--- config.mk ---
export PLATFORM = sky130hd
export DESIGN_NAME = perif_irq_ctl
export DESIGN_NICKNAME = d
export VERILOG_FILES = /design/src/rtl/pic_pkg.sv /design/src/rtl/pic_bus.sv /design/src/rtl/pic_detect.sv /design/src/rtl/pic_core.sv /design/src/rtl/perif_irq_ctl.sv
export SDC_FILE = /design/constraint.sdc
export NUM_CORES = 1
export LEC_CHECK = 0
export BUFFER_PORTS_ARGS = -buffer_cell sky130_fd_sc_hd__buf_2
export CAP_MARGIN = 20
export CORE_ASPECT_RATIO = 0.6
export CORE_MARGIN = 1.5
export CORE_UTILIZATION = 40
export CTS_BUF_LIST = sky130_fd_sc_hd__clkbuf_8
export DETAILED_ROUTE_END_ITERATION = 8
export SETUP_SLACK_MARGIN = 0.1
export SKIP_CTS_REPAIR_TIMING = 1
export SLEW_MARGIN = 0
export SYNTH_ARGS = -nofsm -noshare
export SYNTH_HDL_FRONTEND = slang
export SYNTH_SLANG_ARGS = --single-unit
export TNS_END_PERCENT = 30
--- constraint.sdc ---
create_clock -name clk -period 2 [get_ports clk]
set_input_delay 0.1 -clock clk [delete_from_list [all_inputs] [get_ports clk]]
set_output_delay 0.1 -clock clk [all_outputs]
set_load 0.01 [all_outputs]
--- src/rtl/pic_pkg.sv ---
package pic_pkg;
    localparam int unsigned ADDR_W = 3;
    localparam int unsigned DATA_W = 8;
    localparam int unsigned NREG   = 1 << ADDR_W;

    typedef enum logic [ADDR_W-1:0] {
        A_STAT  = 3'd0,
        A_MODE  = 3'd1,
        A_POLH  = 3'd2,
        A_POLL  = 3'd3,
        A_LATCH = 3'd4,
        A_LCLR  = 3'd5,
        A_ENSET = 3'd6,
        A_ENCLR = 3'd7
    } reg_addr_e;
endpackage

--- src/rtl/pic_bus.sv ---
module pic_bus
    import pic_pkg::*;
(
    input  logic              clk,
    input  logic              rst_n,
    input  logic              bus_start,
    input  logic [ADDR_W-1:0] bus_addr,
    input  logic              bus_wr,
    output logic [NREG-1:0]   wr_stb,
    output logic [ADDR_W-1:0] ptr
);
    typedef struct packed {
        logic [ADDR_W-1:0] ptr;
    } bus_st_t;

    bus_st_t st_d, st_q;
    logic    wr_go;

    always_comb begin
        st_d  = st_q;
        wr_go = bus_wr && !bus_start;
        if (bus_start) begin
            st_d.ptr = bus_addr;
        end else if (bus_wr) begin
            st_d.ptr = ADDR_W'(st_q.ptr + 1'b1);
        end
    end

    always_ff @(posedge clk or negedge rst_n) begin
        if (!rst_n) st_q <= '0;
        else        st_q <= st_d;
    end

    for (genvar a = 0; a < NREG; a++) begin : g_stb
        assign wr_stb[a] = wr_go && (st_q.ptr == ADDR_W'(a));
    end

    assign ptr = st_q.ptr;

    AST_PTR_STEP: assert property (@(posedge clk) disable iff (!rst_n)
        (bus_wr && !bus_start) |=> (ptr == ADDR_W'($past(ptr) + 1'b1)));
    AST_STB_ONEHOT: assert property (@(posedge clk) disable iff (!rst_n)
        $onehot0(wr_stb));
endmodule

--- src/rtl/pic_detect.sv ---
module pic_detect #(
    parameter int unsigned NSRC = 8
) (
    input  logic            clk,
    input  logic            rst_n,
    input  logic [NSRC-1:0] src,
    input  logic [NSRC-1:0] mode,
    input  logic [NSRC-1:0] pol_h,
    input  logic [NSRC-1:0] pol_l,
    output logic [NSRC-1:0] hit
);
    typedef struct packed {
        logic [NSRC-1:0] prev;
    } det_st_t;

    det_st_t st_d, st_q;

    always_comb begin
        st_d      = st_q;
        st_d.prev = src;
    end

    always_ff @(posedge clk or negedge rst_n) begin
        if (!rst_n) st_q <= '0;
        else        st_q <= st_d;
    end

    for (genvar i = 0; i < NSRC; i++) begin : g_src
        logic lvl_hit, edg_hit;
        assign lvl_hit = (pol_h[i] && src[i]) || (pol_l[i] && !src[i]);
        assign edg_hit = (pol_h[i] && src[i] && !st_q.prev[i])
                      || (pol_l[i] && !src[i] && st_q.prev[i]);
        assign hit[i]  = mode[i] ? edg_hit : lvl_hit;

        AST_EDGE_NEEDS_CHANGE: assert property (@(posedge clk) disable iff (!rst_n)
            (mode[i] && hit[i]) |-> (src[i] != st_q.prev[i]));
    end
endmodule

--- src/rtl/pic_core.sv ---
module pic_core
    import pic_pkg::*;
#(
    parameter int unsigned NSRC = 8
) (
    input  logic              clk,
    input  logic              rst_n,
    input  logic [NSRC-1:0]   hit,
    input  logic [NREG-1:0]   wr_stb,
    input  logic [DATA_W-1:0] wdata,
    output logic [NSRC-1:0]   mode,
    output logic [NSRC-1:0]   pol_h,
    output logic [NSRC-1:0]   pol_l,
    output logic [NSRC-1:0]   en,
    output logic [NSRC-1:0]   vis,
    output logic              notify
);
    typedef struct packed {
        logic [NSRC-1:0] mode;
        logic [NSRC-1:0] pol_h;
        logic [NSRC-1:0] pol_l;
        logic [NSRC-1:0] en;
        logic [NSRC-1:0] hid;
        logic [NSRC-1:0] vis;
        logic            ntf;
    } core_st_t;

    core_st_t        st_d, st_q;
    logic [NSRC-1:0] wb, set_m, clr_m, lclr_m;

    always_comb begin
        st_d   = st_q;
        wb     = wdata[NSRC-1:0];
        set_m  = wr_stb[A_ENSET] ? wb : '0;
        clr_m  = wr_stb[A_ENCLR] ? wb : '0;
        lclr_m = wr_stb[A_LCLR]  ? wb : '0;
        if (wr_stb[A_MODE]) st_d.mode  = wb;
        if (wr_stb[A_POLH]) st_d.pol_h = wb;
        if (wr_stb[A_POLL]) st_d.pol_l = wb;
        st_d.en  = (st_q.en | set_m) & ~clr_m;
        st_d.hid = (st_q.hid | hit) & ~lclr_m;
        st_d.vis = (st_q.vis | (st_q.hid & st_q.en)) & ~lclr_m;
        st_d.ntf = |(st_d.vis & ~st_q.vis);
    end

    always_ff @(posedge clk or negedge rst_n) begin
        if (!rst_n) st_q <= '0;
        else        st_q <= st_d;
    end

    assign mode   = st_q.mode;
    assign pol_h  = st_q.pol_h;
    assign pol_l  = st_q.pol_l;
    assign en     = st_q.en;
    assign vis    = st_q.vis;
    assign notify = st_q.ntf;

    for (genvar i = 0; i < NSRC; i++) begin : g_chk
        AST_NO_SET_WHILE_OFF: assert property (@(posedge clk) disable iff (!rst_n)
            (vis[i] && !$past(vis[i])) |-> $past(en[i]));
        AST_LCLR_WINS: assert property (@(posedge clk) disable iff (!rst_n)
            (wr_stb[A_LCLR] && wdata[i]) |=> (!st_q.hid[i] && !vis[i]));
        AST_EN_SET: assert property (@(posedge clk) disable iff (!rst_n)
            (wr_stb[A_ENSET] && wdata[i]) |=> en[i]);
        AST_EN_CLR: assert property (@(posedge clk) disable iff (!rst_n)
            (wr_stb[A_ENCLR] && wdata[i]) |=> !en[i]);
    end

    AST_NOTIFY_CAUSE: assert property (@(posedge clk) disable iff (!rst_n)
        notify |-> ((vis & ~$past(vis)) != '0));
    AST_NOTIFY_EACH: assert property (@(posedge clk) disable iff (!rst_n)
        ((vis & ~$past(vis)) != '0) |-> notify);
endmodule

--- src/rtl/perif_irq_ctl.sv ---
module perif_irq_ctl
    import pic_pkg::*;
#(
    parameter int unsigned NSRC = 8
) (
    input  logic              clk,
    input  logic              rst_n,
    input  logic [NSRC-1:0]   irq_src,
    input  logic              bus_start,
    input  logic [ADDR_W-1:0] bus_addr,
    input  logic              bus_wr,
    input  logic [DATA_W-1:0] bus_wdata,
    output logic [DATA_W-1:0] bus_rdata,
    output logic              irq_notify
);
    logic [NREG-1:0]   wr_stb;
    logic [ADDR_W-1:0] ptr;
    logic [NSRC-1:0]   hit, mode, pol_h, pol_l, en, vis;

    pic_bus i_bus (
        .clk(clk), .rst_n(rst_n), .bus_start(bus_start), .bus_addr(bus_addr),
        .bus_wr(bus_wr), .wr_stb(wr_stb), .ptr(ptr)
    );

    pic_detect #(.NSRC(NSRC)) i_detect (
        .clk(clk), .rst_n(rst_n), .src(irq_src), .mode(mode),
        .pol_h(pol_h), .pol_l(pol_l), .hit(hit)
    );

    pic_core #(.NSRC(NSRC)) i_core (
        .clk(clk), .rst_n(rst_n), .hit(hit), .wr_stb(wr_stb), .wdata(bus_wdata),
        .mode(mode), .pol_h(pol_h), .pol_l(pol_l), .en(en), .vis(vis),
        .notify(irq_notify)
    );

    always_comb begin
        unique case (reg_addr_e'(ptr))
            A_STAT:  bus_rdata = DATA_W'(vis & en);
            A_MODE:  bus_rdata = DATA_W'(mode);
            A_POLH:  bus_rdata = DATA_W'(pol_h);
            A_POLL:  bus_rdata = DATA_W'(pol_l);
            A_LATCH: bus_rdata = DATA_W'(vis);
            A_LCLR:  bus_rdata = '0;
            A_ENSET: bus_rdata = DATA_W'(en);
            A_ENCLR: bus_rdata = DATA_W'(en);
            default: bus_rdata = '0;
        endcase
    end
endmodule

==> reports/results.txt, run 1 <==
Clock power frac -> 22.7%
vias post-DR -> 2,244
die height -> 69.6 um
Clock Tree Buf Depth -> 2
initial core utilization -> 41.0%
Avg WL per Cell -> 17.5 um
Peak VDD IR -> 0.654 mV
post-synth top area share -> 50.8%
first drt pass iteration count -> 4
latest clock arrival within the worst-skew pair -> 0.34 ns
Seq pwr share -> 46.6%
core area -> 7210 um^2
R2R setup slack -> 0.23 ns
Final Util -> 51.9%
syn nets -> 292
syn avg cell area -> 11.2 um^2
Power per Cell Area -> 1110 nW/um^2
grt ovf -> 0
post-route cell area -> 3740 um^2
number of CTS-inserted buffers -> 9
final worst slack -> -0.0945 ns
share of layout cells above drive strength 1 -> 31.7%
top post-synthesis cells by area -> dfrtp_1, a21oi_1, mux2_4
Final Hold Fails -> 1
RSZ-0062 raised after global routing -> true
EDFF count, synth -> 0
clk sinks -> 60
CTS clk-pin slew, worst paths -> 0.06 ns
count leader, synth -> dfrtp_1
Final ANT Viol Nets -> 0
IO Pins -> 32
hold slack -> -0.0288 ns
#FFs+latches synth -> 60
synthesized area -> 2960 um^2
Gate Count Post-Synth -> 263
hpwl dp -> 4750 um
post-synth cell types -> 34
final wirelength -> 7330 um
Worst Tran Pin Value -> 0.703 ns
via/cell ratio -> 5.36
status -> finished, violations left
failing checks -> negative hold slack, negative setup slack
port bufs -> 31
maximum clock rate -> 477 MHz
final setup vio count -> 8
Hold Crit Class -> in2reg
vias in the first global route -> 2,092
kind of critical path -> reg2out
worst relative slew slack -> 52.9%
Final Skew -> 0.00860 ns
clock root buffer master -> clkbuf_8
arrival time worst endpoint -> 1.99 ns
drt initial violations -> 128
nets@finish -> 353
Commonest cells post-synth -> dfrtp_1, a21oi_1, nand2_1
Post-route DRC -> 0
overall global routing resource usage -> 19.0%
switching portion of total power -> 33.0%
Final Cycle Share -> 105%
Primary FF master, synth -> dfrtp_1
pin count of the biggest net entering global routing -> 61
Startpoint Class -> flip-flop
initial antenna violation count -> 0
Req. time, crit path -> 1.90 ns
first-pass GRT wire length -> 11,200 um
CTS tree -> done
max-slew violation count -> 0
sequential element share of the synthesized area -> 50.8%
Die W -> 114 um
NetSw -> 1370 uW
fin crit period -> 2.09 ns
crit path max fanout -> 7
Leak Pwr -> 0.00165 uW
Area Overhead vs Synth -> 26.5%
Logic pwr share -> 30.7%
CTS H-tree lvls -> 3
number of diodes -> 0
CP endpoint kind -> output pin
max-cap viol count -> 0
fraction of registers with async set/reset -> 100%
Die Area -> 7930 um^2
P_int -> 2780 uW
# rows -> 24
yosys warns -> 0
DP Area -> 3280 um^2
cell taking the most area after synthesis -> dfrtp_1
routability cong. -> 0.784
-- state kept, by name, indices dropped and copies added (netlist names) --
name           count
i_core.en          8
i_core.mode        8
i_core.pol_h       8
i_core.pol_l       8
i_core.st_q        8
i_core.vis         8
i_detect.st_q      8
i_bus.ptr          3
i_core.notify      1
-- through the flow --
step	TNS (ns)	std cells	hold WS, ns	total power, uW	worst slack (ns)
6_report	-0.648	419	-0.0288	4150	-0.0945
4_1_cts	-2.40	402	-0.241	4040	-0.339
3_3_place_gp	0	387	0.135	3050	0.132
3_5_place_dp	0	387	0.133	3070	0.0591
2_1_floorplan	0	263	-0.196	2660	0.208
5_1_grt	-1.19	419	0.00110	4420	-0.169
-- worst max-delay path: stages, from the launching register on --
cell and delay, ns:
dfrtp_2 0.47, inv_4 0.11, ha_4 0.14, nor3b_2 0.04, o21a_4 0.25, a21o_1 0.19, a221o_1 0.30, buf_2 0.14
-- power by group through the flow --
stage | Sequential [uW] | Combinational (uW) | Clock (uW)
after floorplan | 1830 | 832 | 0
after global placement | 1920 | 1140 | 0
after detailed placement | 1920 | 1150 | 0
after CTS | 1900 | 1160 | 980
after global routing | 1990 | 1410 | 1020
final | 1930 | 1270 | 941
-- cell type report --
cell class / count / area (um^2)
timing repair buffer: 64 / 459
inverter: 5 / 23.8
fill: 645 / 3470
sequential: 60 / 1500
multi-input combinational: 184 / 1470
tap: 91 / 114
clock inverter: 4 / 17.5
clock buffer: 11 / 151
-- per-layer routing --
layer,vias up,wire [um],share of wire [%],GRT usage (%)
met4,0,80,1.1,5.83
met2,57,3150,43,26.4
met3,11,440,6.0,5.86
met1,1082,3650,50,28.1
li1,1094,-,-,-
met5,-,0,0,0
-- path summary, 6_finish.rpt --
check                                     start               end  cells past startpoint
worst max-delay path               i_bus.ptr[1]      bus_rdata[6]                      7
worst min-delay path                bus_addr[2]      i_bus.ptr[2]                      3
worst max register to register     i_bus.ptr[1]     i_core.notify                      7
worst min register to register  i_core.pol_l[5]   i_core.pol_l[5]                      1
max in group asynchronous                 rst_n     i_core.vis[6]                      3
min in group asynchronous                 rst_n  i_detect.st_q[2]                      3
-- placed cells by master (no fill, tap or decap), types with 2 or more instances in the layout --
master and n:
o21ai_1 3, dfrtp_1 58, nor2_1 9, buf_4 19
buf_12 2, ha_4 5, o21ai_0 10, a211oi_1 5
inv_4 2, mux2i_1 8, nand3_1 8, a21o_1 7
a22oi_1 5, dfrtp_2 2, mux2_1 8, and3_1 3
dlygate4sd3_1 11, clkinv_2 2, a211oi_2 3, nand2_1 16
a22oi_2 3, buf_2 31, xnor2_1 8, clkbuf_8 11
a21oi_1 46, inv_1 4, mux2_4 15, a221o_1 8
-- cells by family after synthesis --
logic type	count (synthesis)	synth area share, %
AOI/OAI and AO/OA	95	19.9
xor gates and xnor gates	8	2.37
adders and majority gates	6	2.54
buffers and inverters	19	3.81
DFF	60	50.8
muxes	32	13.8
and+or+nand+nor	43	6.86
No activity file was read; power rests on OpenSTA's default activity.
==> inputs of run 2 (changes only) <==
ABC_AREA = 1   (was default)
==> run 2 against run 1 <==
The run now ends clean. Via count increased by 19%. Count of clock-buffer cells in the layout did not move. Synthesized area up 0.30%. Clock power rose by 2%. Non-clock buffer count is 2 lower. Global-route usage grew 3.2 points. Synthesized cell count is 43% higher. Worst setup slack improved by 0.14 ns. Utilization rose by 0.66 points. Die area grew 0.29%. Maximum frequency is 6.9% higher. Sequential power fell by 9.8%. Critical path type unchanged. Highest routed layer unchanged.
==> reports/results.txt, run 2 <==
Peak VDD IR -> 0.569 mV (was 0.654 mV)
crit path max fanout -> 5 (was 7)
worst relative slew slack -> 62.5% (was 52.9%)
clock root buffer master -> clkbuf_8 (unchanged)
Inst Count DP -> 506 (was 387)
hpwl dp -> 5610 um (was 4750 um)
Final Hold Fails -> 0 (was 1)
final setup vio count -> 0 (was 8)
pin count of the biggest net entering global routing -> 24 (was 61)
max-slew violation count -> 0 (unchanged)
Synth Area in Compound Gates -> 14.2% (was 19.9%)
Die Area -> 7950 um^2 (was 7930 um^2)
Req. time, crit path -> 1.90 ns (about the same)
crit path max-delay cell type -> dfrtp_1 (was dfrtp_2)
cell taking the most area after synthesis -> dfrtp_1 (unchanged)
via/cell ratio -> 4.95 (was 5.36)
number of diodes -> 0 (unchanged)
syn avg cell area -> 7.90 um^2 (was 11.2 um^2)
Commonest cells post-synth -> nand2_1, inv_1, dfrtp_1 (was dfrtp_1, a21oi_1, nand2_1)
top post-synthesis cells by area -> dfrtp_1, nand2_1, inv_1 (was dfrtp_1, a21oi_1, mux2_4)
vias in the first global route -> 2,500 (was 2,092)
CTS clk-pin slew, worst paths -> 0.07 ns (was 0.06 ns)
core area -> 7210 um^2 (unchanged)
main combinational cell family by area after synthesis -> simple AND/OR/NAND/NOR gates (was compound AO/OA/AOI/OAI gates)
Final Cycle Share -> 97.9% (was 105%)
area of the multi-input gates -> 1250 um^2 (was 1470 um^2)
post-route cell area -> 3790 um^2 (was 3740 um^2)
vias post-DR -> 2,674 (was 2,244)
DP Area -> 3310 um^2 (was 3280 um^2)
CTS tree -> done (unchanged)
Leak Pwr -> 0.00193 uW (was 0.00165 uW)
Primary FF master, synth -> dfrtp_1 (unchanged)
sequential element share of the synthesized area -> 50.7% (was 50.8%)
syn nets -> 404 (was 292)
worst-path cell chain -> ha_2 > ha_4 > nor2_1 > nand4_1 > inv_2 > buf_6 > nand3_2 > nand2_1 > buf_2 (was inv_4 > ha_4 > nor3b_2 > o21a_4 > a21o_1 > a221o_1 > buf_2)
# rows -> 24 (unchanged)
die height -> 69.7 um (was 69.6 um)
hold slack -> 0.00449 ns (was -0.0288 ns)
routability cong. -> 0.852 (was 0.784)
Worst path max stage delay -> 0.43 ns (was 0.47 ns)
Power per Cell Area -> 1000 nW/um^2 (was 1110 nW/um^2)
overall global routing resource usage -> 22.2% (was 19.0%)
share of layout cells above drive strength 1 -> 20.9% (was 31.7%)
most frequent cells in the layout -> nand2_1, inv_1, dfrtp_1 (was dfrtp_1, a21oi_1, buf_2)
clk sinks -> 60 (unchanged)
Die W -> 114 um (about the same)
EDFF count, synth -> 0 (unchanged)
Layout fillers -> 701 (was 645)
first-pass GRT wire length -> 13,100 um (was 11,200 um)
yosys warns -> 0 (unchanged)
#FFs+latches synth -> 60 (unchanged)
post-synth top area share -> 50.7% (was 50.8%)
number of CTS-inserted buffers -> 9 (unchanged)
port bufs -> 31 (unchanged)
initial antenna violation count -> 0 (unchanged)
Clock Tree Buf Depth -> 2 (unchanged)
latest clock arrival within the worst-skew pair -> 0.35 ns (was 0.34 ns)
Hold Crit Class -> in2reg (unchanged)
Non-Filler Instances -> 540 (was 419)
nets@finish -> 474 (was 353)
Startpoint Class -> flip-flop (unchanged)
Gate Count Post-Synth -> 375 (was 263)
arrival time worst endpoint -> 1.86 ns (was 1.99 ns)
mux cell area share after synthesis -> 0% (was 13.8%)
simple-gate portion of the synthesized area -> 22.2% (was 6.86%)
Synth Area in XOR/XNOR -> 0% (was 2.37%)
Post-route DRC -> 0 (unchanged)
post-synth cell types -> 20 (was 34)
Area Overhead vs Synth -> 27.8% (was 26.5%)
initial core utilization -> 41.1% (was 41.0%)
count leader, synth -> nand2_1 (was dfrtp_1)
post-synthesis adder-cell area fraction -> 2.53% (was 2.54%)
grt ovf -> 0 (unchanged)
status -> completed (was finished, violations left)
CP endpoint kind -> output pin (unchanged)
IO Pins -> 32 (unchanged)
commonest non-fill, non-tap cell in the layout -> nand2_1 (was dfrtp_1)
Storage cell area -> 1500 um^2 (about the same)
Final Util -> 52.6% (was 51.9%)
final wirelength -> 8010 um (was 7330 um)
first drt pass iteration count -> 5 (was 4)
fraction of registers with async set/reset -> 100% (unchanged)
max-cap viol count -> 0 (unchanged)
Avg WL per Cell -> 14.8 um (was 17.5 um)
CTS H-tree lvls -> 3 (unchanged)
setup TNS -> 0 ns (was -0.648 ns)
Final Skew -> 0.00928 ns (was 0.00860 ns)
Worst Tran Pin Value -> 0.563 ns (was 0.703 ns)
drt initial violations -> 173 (was 128)
synthesized area -> 2960 um^2 (about the same)
maximum clock rate -> 511 MHz (was 477 MHz)
fin crit period -> 1.96 ns (was 2.09 ns)
kind of critical path -> reg2out (unchanged)
RSZ-0062 raised after global routing -> true (unchanged)
Final ANT Viol Nets -> 0 (unchanged)
[run 2: cell count changes after synthesis, sizes merged, moves of 9 or more]
cell / delta
nand2: +78
a21oi: -46
nand3: +26
buf: -9
nor2: +12
mux2: -24
inv: +73
o21ai: +35
[run 2: final timing paths]
path,cells after the start,from,end,slack [ns]
max,9,i_bus.ptr[1],bus_rdata[0],0.04
min,2,bus_wdata[3],i_core.en[3],0.004
max reg2reg,10,i_bus.ptr[1],i_core.notify,0.25
min reg2reg,2,i_core.pol_l[6],i_core.pol_l[6],0.49
max in group asynchronous,3,rst_n,i_bus.ptr[2],1.02
min in group asynchronous,2,rst_n,i_core.vis[4],0.28
[run 2: final cells by class]
type | count | area share (%)
Clock inverter | 4 | 0.463
Inverter | 78 | 7.73
Sequential cell | 60 | 39.7
Timing Repair Buffer | 62 | 12.1
Multi-Input combinational cell | 234 | 33.0
Clock buffer | 11 | 4.00
Tap cell | 91 | 3.01
[run 2: cell families (layout without fill, tap and decap cells)]
family | Yosys count | in the layout
buf+inv | 81 | 155
flops | 60 | 60
fa+ha+maj | 6 | 6
compound gates | 74 | 74
simple gates | 154 | 154
[run 2: metrics by stage]
step           total power (uW)  worst slack [ns]
6_report                   3790            0.0412
5_1_grt                    4080            -0.105
4_1_cts                    3650            -0.268
3_5_place_dp               2660             0.138
3_3_place_gp               2660             0.153
2_1_floorplan              2300             0.528
[run 2: worst max-delay path: cells and delay by family (launching register included)]
kind / cells / cell delay (ns)
fa+ha+maj: 2 / 0.40
buf+inv: 3 / 0.37
flops: 1 / 0.43
simple gates: 4 / 0.31
[run 2: power breakdown]
group          leakage [uW]  internal, uW  switching, uW
clock             0.0000976           497            462
sequential         0.000675          1500            243
combinational       0.00116           474            616
[run 2: routing by layer]
layer / global-route usage (%) / share of wire (%)
met1: 35.7 / 54
met2: 27.0 / 38
met3: 6.73 / 6.0
met4: 7.92 / 1.6
met5: 0 / 0
==> inputs of run 3 (changes only) <==
BUFFER_PORTS_ARGS = default   (was -buffer_cell sky130_fd_sc_hd__buf_2)
DONT_BUFFER_PORTS = 1   (was default)
==> run 3 against run 2 <==
The flow now finishes with violations (negative hold slack). Sequential share of layout area increased by 1.3 points. Routed wire length grew 1.1%. Utilization fell by 1.7 points. Combinational power shrank 11%. Register-to-register slack got worse by 0.23 ns. First-iteration DRC count increased by 22%. Non-clock buffer count decreased by 28. Die area stayed put. Via count down 2.2%. Count of clock-buffer cells in the layout decreased by 1. Hold slack worse by 0.029 ns. Sequential cell count is the same.
==> reports/results.txt, run 3 (synthesis results as in run 2) <==
Die Area -> 7950 um^2 (unchanged)
worst-path cell chain -> inv_1 > ha_1 > nand2_1 > inv_1 > nand3_1 > nand3_1 > nand2_1 > nor2_1 > nand2_1 (was ha_2 > ha_4 > nor2_1 > nand4_1 > inv_2 > buf_6 > nand3_2 > nand2_1 > buf_2)
initial core utilization -> 41.1% (unchanged)
RSZ-0062 raised after global routing -> true (unchanged)
Hold Crit Class -> in2reg (unchanged)
pin count of the biggest net entering global routing -> 61 (was 24)
first-pass GRT wire length -> 12,900 um (was 13,100 um)
CTS H-tree lvls -> 3 (unchanged)
drt initial violations -> 211 (was 173)
die height -> 69.7 um (unchanged)
final worst slack -> 0.0245 ns (was 0.0412 ns)
clock root buffer master -> clkbuf_8 (unchanged)
CP delay by family, top -> simple AND/OR/NAND/NOR gates (was flip-flops)
Area Overhead vs Synth -> 23.6% (was 27.8%)
crit path max fanout -> 5 (unchanged)
Post-route DRC -> 0 (unchanged)
Final Cycle Share -> 98.8% (was 97.9%)
Final ANT Viol Nets -> 0 (unchanged)
final wirelength -> 8100 um (was 8010 um)
Leak Pwr -> 0.00182 uW (was 0.00193 uW)
Worst path max stage delay -> 0.42 ns (was 0.43 ns)
Die W -> 114 um (unchanged)
vias post-DR -> 2,615 (was 2,674)
status -> finished, violations left (was completed)
routability cong. -> 0.839 (was 0.852)
Layout fillers -> 703 (was 701)
nets@finish -> 446 (was 474)
CP endpoint kind -> flip-flop (was output pin)
WP buf/inv -> 2 (was 3)
IO Pins -> 32 (unchanged)
share of layout cells above drive strength 1 -> 13.0% (was 20.9%)
number of diodes -> 0 (unchanged)
post-route cell area -> 3660 um^2 (was 3790 um^2)
grt ovf -> 0 (unchanged)
CTS clk-pin slew, worst paths -> 0.07 ns (about the same)
kind of critical path -> reg2reg (was reg2out)
Startpoint Class -> flip-flop (unchanged)
crit path max-delay cell type -> dfrtp_1 (unchanged)
vias in the first global route -> 2,431 (was 2,500)
Place WS -> 0.174 ns (was 0.138 ns)
most frequent CP cell -> nand2_1
Final Hold Fails -> 2 (was 0)
number of CTS-inserted buffers -> 9 (unchanged)
maximum clock rate -> 506 MHz (was 511 MHz)
Peak VDD IR -> 0.570 mV (was 0.569 mV)
R2R setup slack -> 0.02 ns (was 0.25 ns)
max-cap viol count -> 0 (unchanged)
clk sinks -> 60 (unchanged)
most frequent cells in the layout -> nand2_1, inv_1, dfrtp_1 (unchanged)
Power per Cell Area -> 991 nW/um^2 (was 1000 nW/um^2)
fin crit period -> 1.98 ns (was 1.96 ns)
Final Skew -> 0.00667 ns (was 0.00928 ns)
core area -> 7210 um^2 (unchanged)
DP Area -> 3120 um^2 (was 3310 um^2)
Req. time, crit path -> 2.23 ns (was 1.90 ns)
Avg WL per Cell -> 15.8 um (was 14.8 um)
hpwl dp -> 5460 um (was 5610 um)
hold slack -> -0.0249 ns (was 0.00449 ns)
arrival time worst endpoint -> 2.21 ns (was 1.86 ns)
via/cell ratio -> 5.10 (was 4.95)
initial antenna violation count -> 0 (unchanged)
worst relative slew slack -> 63.3% (was 62.5%)
latest clock arrival within the worst-skew pair -> 0.35 ns (about the same)
# rows -> 24 (unchanged)
port bufs -> 0 (was 31)
CTS tree -> done (unchanged)
commonest non-fill, non-tap cell in the layout -> nand2_1 (unchanged)
max-slew violation count -> 0 (unchanged)
final setup vio count -> 0 (unchanged)
failing checks -> negative hold slack
first drt pass iteration count -> 5 (unchanged)
Worst Tran Pin Value -> 0.549 ns (was 0.563 ns)
Clock Tree Buf Depth -> 2 (unchanged)
overall global routing resource usage -> 22.1% (was 22.2%)
[run 3: cell types whose count changed in the layout (fill, tap and decap cells not counted), sizes merged]
cell         previous run  this run
dlygate4sd3            13        23
inv                    80        82
clkbuf                 11        10
buf                    49        11
[run 3: final timing paths]
path,from,to,cells after the start
worst max-delay path,i_bus.ptr[1],i_core.notify,9
worst min-delay path,bus_wr,i_bus.ptr[0],3
worst max register to register,i_bus.ptr[1],i_core.notify,9
worst min register to register,i_core.pol_l[6],i_core.pol_l[6],2
max in group asynchronous,rst_n,i_core.mode[6],2
min in group asynchronous,rst_n,i_core.mode[5],2
[run 3: metrics by stage]
step	power, uW	util [%]	cells	setup TNS, ns
after global routing	3930	50.9	513	-0.0772
final	3630	50.9	513	0
after global placement	2520	43.2	470	0
after detailed placement	2540	43.2	470	0
after floorplan	2300	-	375	0
after CTS	3490	45.5	486	-1.54
[run 3: area by class of cell]
type                       count  area (um^2)  share of cell area [%]
clock buffer                  10          138                    3.76
timing repair buffer          34          333                    9.08
tap                           91          114                    3.11
multi-input combinational    234         1260                    34.3
clock inverter                 6         25.0                   0.683
sequential                    60         1500                    41.0
inverter                      78          295                    8.06
[run 3: metal layers]
layer  GRT usage (%)  part of all wire (%)  routed length (um)
met5               0                     0                   0
met2            27.6                    39                3180
met3            10.5                   9.6                 774
met1            33.6                    50                4050
met4            5.56                   1.2                  99
[run 3: tightest hold or removal path, delay by kind of cell]
kind,cells,cell delay [ns]
and+or+nand+nor,2,0.10
AOI/OAI and AO/OA,1,0.08
[run 3: power breakdown]
group / internal (uW) / switching (uW)
clock network: 460 / 466
logic: 372 / 596
registers: 1500 / 240
